### src/rtl/pmu_uacc_pkg.sv
package pmu_uacc_pkg;
  localparam int LEVEL_W = 2;
  localparam int CLASS_W = 6;
  localparam logic [CLASS_W-1:0] TRAP_CLASS = 6'h18;

  typedef enum logic [1:0] {
    RES_PERFORM = 2'b00,
    RES_UNDEF   = 2'b01,
    RES_TRAP_L2 = 2'b10,
    RES_TRAP_L3 = 2'b11
  } res_code_e;

  localparam logic [LEVEL_W-1:0] LVL_USER  = 2'd0;
  localparam logic [LEVEL_W-1:0] LVL_KERN  = 2'd1;
  localparam logic [LEVEL_W-1:0] LVL_HYP   = 2'd2;
  localparam logic [LEVEL_W-1:0] LVL_MON   = 2'd3;
endpackage

### src/rtl/pmu_uacc_enc_match.sv
module pmu_uacc_enc_match #(
  parameter int OP0_W = 2,
  parameter int OP1_W = 3,
  parameter int CRN_W = 4,
  parameter int CRM_W = 4,
  parameter int OP2_W = 3,
  parameter logic [OP0_W-1:0] OP0_V = 2'b11,
  parameter logic [OP1_W-1:0] OP1_V = 3'b011,
  parameter logic [CRN_W-1:0] CRN_V = 4'b1001,
  parameter logic [CRM_W-1:0] CRM_V = 4'b1110,
  parameter logic [OP2_W-1:0] OP2_V = 3'b000
) (
  input  logic [OP0_W-1:0] op0,
  input  logic [OP1_W-1:0] op1,
  input  logic [CRN_W-1:0] crn,
  input  logic [CRM_W-1:0] crm,
  input  logic [OP2_W-1:0] op2,
  output logic             hit
);
  localparam int KEY_W = OP0_W + OP1_W + CRN_W + CRM_W + OP2_W;
  localparam logic [KEY_W-1:0] KEY_V = {OP0_V, OP1_V, CRN_V, CRM_V, OP2_V};

  logic [KEY_W-1:0] key;
  assign key = {op0, op1, crn, crm, op2};
  assign hit = (key == KEY_V);
endmodule

### src/rtl/pmu_uacc_fgt_qual.sv
module pmu_uacc_fgt_qual
  import pmu_uacc_pkg::*;
(
  input  logic [LEVEL_W-1:0] level,
  input  logic               is_write,
  input  logic               l2_enabled,
  input  logic               l3_present,
  input  logic               host_mode,
  input  logic               fgt_impl,
  input  logic               fgt_l3_en,
  input  logic               fgt_rd,
  input  logic               fgt_wr,
  output logic               fire
);
  logic lvl_ok;
  logic gate_ok;
  logic dir_bit;

  always_comb begin
    unique case (level)
      LVL_USER: lvl_ok = !host_mode;
      LVL_KERN: lvl_ok = 1'b1;
      default:  lvl_ok = 1'b0;
    endcase
  end

  assign gate_ok = l2_enabled & fgt_impl & (!l3_present | fgt_l3_en);
  assign dir_bit = is_write ? fgt_wr : fgt_rd;
  assign fire    = lvl_ok & gate_ok & dir_bit;
endmodule

### src/rtl/pmu_uacc_prio_chain.sv
module pmu_uacc_prio_chain
  import pmu_uacc_pkg::*;
(
  input  logic [LEVEL_W-1:0] level,
  input  logic               is_write,
  input  logic               fgt_fire,
  input  logic               l2_enabled,
  input  logic               l3_present,
  input  logic               l2_pm_trap,
  input  logic               l3_pm_trap,
  input  logic               sdd_undef_prio,
  input  logic               sdd_undef,
  output res_code_e          code
);
  logic      early_undef;
  logic      l2_pm_hit;
  logic      l3_pm_hit;
  res_code_e l3_result;
  res_code_e low_chain;
  res_code_e hyp_chain;

  assign early_undef = l3_present & sdd_undef_prio & l3_pm_trap;
  assign l2_pm_hit   = l2_enabled & l2_pm_trap;
  assign l3_pm_hit   = l3_present & l3_pm_trap;
  assign l3_result   = sdd_undef ? RES_UNDEF : RES_TRAP_L3;

  always_comb begin
    if (early_undef)     low_chain = RES_UNDEF;
    else if (fgt_fire)   low_chain = RES_TRAP_L2;
    else if (l2_pm_hit)  low_chain = RES_TRAP_L2;
    else if (l3_pm_hit)  low_chain = l3_result;
    else                 low_chain = RES_PERFORM;
  end

  always_comb begin
    if (early_undef)     hyp_chain = RES_UNDEF;
    else if (l3_pm_hit)  hyp_chain = l3_result;
    else                 hyp_chain = RES_PERFORM;
  end

  always_comb begin
    unique case (level)
      LVL_USER: code = is_write ? RES_UNDEF : low_chain;
      LVL_KERN: code = low_chain;
      LVL_HYP:  code = hyp_chain;
      default:  code = RES_PERFORM;
    endcase
  end
endmodule

### src/rtl/pmu_uacc_trap_resolver.sv
module pmu_uacc_trap_resolver
  import pmu_uacc_pkg::*;
(
  input  logic               req_valid,
  input  logic [LEVEL_W-1:0] req_level,
  input  logic               req_is_write,
  input  logic [1:0]         req_op0,
  input  logic [2:0]         req_op1,
  input  logic [3:0]         req_crn,
  input  logic [3:0]         req_crm,
  input  logic [2:0]         req_op2,
  input  logic               cfg_l2_enabled,
  input  logic               cfg_l3_present,
  input  logic               cfg_host_mode,
  input  logic               cfg_fgt_impl,
  input  logic               cfg_fgt_l3_en,
  input  logic               cfg_fgt_rd,
  input  logic               cfg_fgt_wr,
  input  logic               cfg_l2_pm_trap,
  input  logic               cfg_l3_pm_trap,
  input  logic               cfg_sdd_undef_prio,
  input  logic               cfg_sdd_undef,
  output logic               res_valid,
  output logic [1:0]         res_code,
  output logic [CLASS_W-1:0] res_class
);
  logic      enc_hit;
  logic      fgt_fire;
  res_code_e chain_code;

  pmu_uacc_enc_match u_match (
    .op0 (req_op0),
    .op1 (req_op1),
    .crn (req_crn),
    .crm (req_crm),
    .op2 (req_op2),
    .hit (enc_hit)
  );

  pmu_uacc_fgt_qual u_fgt (
    .level      (req_level),
    .is_write   (req_is_write),
    .l2_enabled (cfg_l2_enabled),
    .l3_present (cfg_l3_present),
    .host_mode  (cfg_host_mode),
    .fgt_impl   (cfg_fgt_impl),
    .fgt_l3_en  (cfg_fgt_l3_en),
    .fgt_rd     (cfg_fgt_rd),
    .fgt_wr     (cfg_fgt_wr),
    .fire       (fgt_fire)
  );

  pmu_uacc_prio_chain u_chain (
    .level          (req_level),
    .is_write       (req_is_write),
    .fgt_fire       (fgt_fire),
    .l2_enabled     (cfg_l2_enabled),
    .l3_present     (cfg_l3_present),
    .l2_pm_trap     (cfg_l2_pm_trap),
    .l3_pm_trap     (cfg_l3_pm_trap),
    .sdd_undef_prio (cfg_sdd_undef_prio),
    .sdd_undef      (cfg_sdd_undef),
    .code           (chain_code)
  );

  always_comb begin
    res_valid = req_valid & enc_hit;
    res_code  = res_valid ? chain_code : RES_PERFORM;
    unique case (res_code)
      RES_TRAP_L2, RES_TRAP_L3: res_class = TRAP_CLASS;
      default:                  res_class = '0;
    endcase
  end
endmodule

### config.mk
export PLATFORM = sky130hd
export DESIGN_NAME = pmu_uacc_trap_resolver
export DESIGN_NICKNAME = d
export VERILOG_FILES = /design/src/rtl/pmu_uacc_pkg.sv /design/src/rtl/pmu_uacc_enc_match.sv /design/src/rtl/pmu_uacc_fgt_qual.sv /design/src/rtl/pmu_uacc_prio_chain.sv /design/src/rtl/pmu_uacc_trap_resolver.sv
export SDC_FILE = /design/constraint.sdc
export NUM_CORES = 1
export LEC_CHECK = 0
export CAP_MARGIN = 20
export CORE_AREA = 2 2 39 41
export DETAILED_ROUTE_END_ITERATION = 12
export DIE_AREA = 0 0 41 43
export GPL_ROUTABILITY_DRIVEN = 0
export PLACE_DENSITY = 0.79
export SLEW_MARGIN = 20
export SYNTH_ARGS = -nofsm -noshare
export SYNTH_HDL_FRONTEND = slang
export SYNTH_SLANG_ARGS = --single-unit
### constraint.sdc
create_clock -name vclk -period 3.19
set_input_delay 0.638 -clock vclk [all_inputs]
set_output_delay 0.638 -clock vclk [all_outputs]
set_load 0.05 [all_outputs]
---- Word level (Yosys, flattened, before mapping) ----
Index checks and enable logic that the tools add are counted.
W data, S select, Z words.
word-level totals
  flip-flop bits (word level) ............. 0
  bits in latches ......................... 0
  RAM bits ................................ 0
  memory bits (read-only) ................. 0
  bits of input ports ..................... 31
  output and inout bits ................... 9
  logic and storage cells ................. 31
  memories ................................ 0
operators by class
  add/sub/neg operators ................... 0
  $mul .................................... 0
  div/mod/pow operators ................... 0
  $lt $le $gt $ge ......................... 0
  equal/unequal tests ..................... 5
  shift-type cells ........................ 0
  mux-type cells .......................... 12
  bitwise logic cells ..................... 10
  reduce and logical (&&, ||, !) cells .... 4
operators with widths
  cell                    number
  $eq A16 B16 Y1 const B  1
  $mux W2                 8
  $and A1 B1 Y1           9
  $eq A2 B2 Y1 const B    3
  $pmux W2 S3             1
  $mux W5                 1
  $eq A2 B1 Y1 const B    1
  $logic_not A1 Y1        2
  $logic_not A2 Y1        1
  $pmux W1 S2             1
  $reduce_or A2 Y1        1
  $mux W1                 1
  $or A1 B1 Y1            1

---- Longest topological paths before layout ----
  depth in word-level cells ............... 13
  depth in mapped cells ................... 5
  mapped depth without buffers ............ 4

---- Modules after synthesis ----
Synthesis repeated with hierarchy kept, for this count alone.
second synthesis, totals
  cells, all modules ...................... 31
  area total of the unflattened synthesis .. 217.7 µm²
modules (own cells, without submodules)
  module                  instances  cells an instance  area an instance (µm²)  sequential area each (µm²)
  pmu_uacc_trap_resolver  1          10                 68.8                    0.0
  pmu_uacc_prio_chain     1          11                 55.1                    0.0
  pmu_uacc_enc_match      1          5                  51.3                    0.0
  pmu_uacc_fgt_qual       1          5                  42.5                    0.0

---- Worst setup path before layout ----
Ideal clock, no wire load.
  path kind ............................... input to output
  start point ............................. input port req_op2[1]
  end point ............................... output port res_class[4]
  arrival ................................. 3962 ps
  required time ........................... 2552 ps
  slack ................................... -1410 ps
  stages on the path ...................... 5
  buffers on the path ..................... 1
  cells stage by stage .................... nor4_1 -> nand3_1 -> nor4_4 -> nor4b_1 -> buf_4
between the ends
  cells in the longest elaborated chain, start to end .. 6
  elaborated cells between the ends (all ways) .. 7
  classes of those cells .................. eq/ne (3); mux (2); bitwise (1); reduce/logical (1)
RTL lines
  item                  RTL line                      source
  start: declaration    pmu_uacc_trap_resolver.sv:11  input logic [2:0] req_op2,
  $eq A16 B16 Y1 (*)    pmu_uacc_enc_match.sv:25      assign hit = (key == KEY_V);
  $and A1 B1 Y1 (*)     pmu_uacc_trap_resolver.sv:67  res_valid = req_valid & enc_hit;
  net res_valid         pmu_uacc_trap_resolver.sv:23  output logic res_valid,
  $mux W2 (*)           pmu_uacc_trap_resolver.sv:68  res_code = res_valid ? chain_code : RES_PERFORM;
  $eq A2 B2 Y1          pmu_uacc_trap_resolver.sv:69  unique case (res_code)
  $reduce_or A2 Y1 (*)  pmu_uacc_trap_resolver.sv:69
  $mux W5 (*)           pmu_uacc_trap_resolver.sv:69
  end: declaration      pmu_uacc_trap_resolver.sv:25  output logic [CLASS_W-1:0] res_class
Mark *: on every way through the listed nets, which the timed path passes. The rest lies on a longest branch.

---- Worst setup path after layout ----
  start point ............................. input port req_op2[1]
  end point ............................... output port res_class[4]
between the ends
  cells in the longest elaborated chain, start to end .. 6
  elaborated cells between the ends (all ways) .. 7
  classes of those cells .................. eq/ne (3); mux (2); bitwise (1); reduce/logical (1)
RTL lines
  item                  RTL line
  $eq A16 B16 Y1 (*)    pmu_uacc_enc_match.sv:25
  $and A1 B1 Y1 (*)     pmu_uacc_trap_resolver.sv:67
  $mux W2 (*)           pmu_uacc_trap_resolver.sv:68
  $eq A2 B2 Y1          pmu_uacc_trap_resolver.sv:69
  $reduce_or A2 Y1 (*)  pmu_uacc_trap_resolver.sv:69
  $mux W5 (*)           pmu_uacc_trap_resolver.sv:69
Mark *: on every way between the ends. The rest lies on a longest branch, timed or not.

==> results.md <==
- Outcome: finished clean
- GRT Residual Overflow: 0
- Tmin final: just under 3000 ps
- Final period utilization: between 90% and 100%
- Drt total wl: roughly 760 µm
- Vias in the first global route: about 350
- Initial antenna violation count: 0
- Fillers: between 100 and 150
- Crit path launch type: input port
- Sum of negative setup slack: 0 ps
- Post-Syn Area: around 220 µm²
- Syn-to-layout area delta: 185%
- Most frequent cells in the layout: clkdlybuf4s50_1, conb_1, buf_4
- Vias: between 300 and 400
- CP max FO: 4
- Diodes inserted: 0
- Finished Cell Area: 623 µm²
- Setup CP Type: in2out
- # IOs: 40
- Initial DRC count: 1
- Synth Warn #: 0
- Net Sw Power: between 0.02 and 0.025 mW
- Max Clk Rate: between 300 and 400 MHz
- Switching part of the total: between 30% and 40%
- WP data required: approximately 2600 ps
- Final ANT Viol Nets: 0
- DIE AREA: between 0.0015 and 0.002 mm²
- Endpoints failing hold: 0
- Drt drc: 0
- CP peak stage delay: 400 ps
- Port Buf Inserts: 36
- FF/Latch Area: 0 µm²
- Register area share after synthesis: 0%
- Int Pwr: between 0.04 and 0.05 mW
- Placed Area: 623 µm²
- Place WS: 207 ps
- DR vias/cell: between 4 and 5
- Gr usage total: under 10%
- Max-slew violations: 0
- Sequential cell count: 0
- Final Power: approximately 0.065 mW
- HPWL after DPL: ~750 µm
- Sequential cell fraction of total power: 0%
- Hold Path Class: in2out
- Final setup viols: 0
- Clock buffers: 0
- Setup WS post-layout: roughly 250 ps
- P_leak: ~0.24 nW
- Worst Setup End Kind: primary output
- Crit path max-delay cell type: clkdlybuf4s50_1
- Global-route wire length before repair: ~1300 µm
- Row count: 14
- Comb pwr share: between 90% and 100%
- Cts hold-fix bufs: 0
- Postcts setup bufs: 0
- Nets: 98
- Hold WS: 2000 ps
- PwrDens: about 100 mW/mm²
- Cell count after synthesis: 30
- Initial Util: 15.8%
- Router iterations before antenna repair: 2
- Clk pwr share: 0%
- Mean Syn Cell Area: 7.30 µm²
- RSZ-0062 raised after global routing: no
- Largest net degree at the start of global routing: 6
- Critical path cell sequence: clkdlybuf4s50_1 -> nor4_1 -> nand3_1 -> nor4_4 -> nor4b_4 -> buf_4
- Data arrival, critical path: 2300 ps
- Die width: approximately 41 µm
- Die Ht: ~43 µm
- CTS resizes: 0
- Core area: between 0.001 and 0.0015 mm²
- Commonest non-fill, non-tap cell in the layout: clkdlybuf4s50_1
- Worst VDD drop: roughly 0.000047 V
- Max-Cap Viols: 0
- Average wire per standard cell: around 9.4 µm
- Share of cells above drive strength 1: 16.9%
- Distinct cells, synth: 21
[metal layers]
layer  global-route usage (%)  up-vias  share of wire (%)  wire length, µm
met5                        0        -                  0                0
met3                        0        0                 11               81
met2                     20.3       20                 58              442
met1                     9.18      154                 31              240
met4                        0        0                  0                0
li1                         -      180                  -                -
[power groups by stage]
stage,clock network [mW],registers [mW],logic [mW]
after CTS,0,0,0.0661
after global placement,0,0,0.0649
after floorplan,0,0,0.0275
after detailed placement,0,0,0.0661
final,0,0,0.0653
after global routing,0,0,0.0711
[cell usage after synthesis, drive strengths merged, types with 2 or more instances]
master  count  area, µm²
a21oi       3       15.0
buf         5       37.5
nand2b      2       12.5
nand3       2       10.0
nor4        2       27.5
nor4b       2       17.5
[final timing paths]
kind,from,slack (ps),cells after the start,endpoint
setup / recovery,req_op2[1],250,6,res_class[4]
hold / removal,req_op1[1],2000,4,res_valid
[through the flow]
stage | cells | utilization (%)
after floorplan | 33 | -
after global placement | 81 | 45.0
after detailed placement | 81 | 45.0
after CTS | 81 | 45.0
after global routing | 81 | 45.0
final | 81 | 45.0
[logic make-up after synthesis]
group / share of synthesized area (%)
and+or+nand+nor: 49.1
muxes: 5.14
AOI/OAI and AO/OA: 25.1
buffers and inverters: 18.9
other: 1.71
[worst max-delay path: cells and delay by family]
family / cells / cell delay [ps]
buffers and inverters: 2 / 640
and+or+nand+nor: 4 / 1020
[final cells by class]
| class | count | area (µm²) | share of cell area, % |
|---|---|---|---|
| well taps | 16 | 20.0 | 3.21 |
| inverters | 1 | 3.75 | 0.602 |
| multi-input cells | 27 | 219 | 35.1 |
| repair buffers | 37 | 380 | 61.0 |
Note: power is estimated with default switching activity, not from simulation.
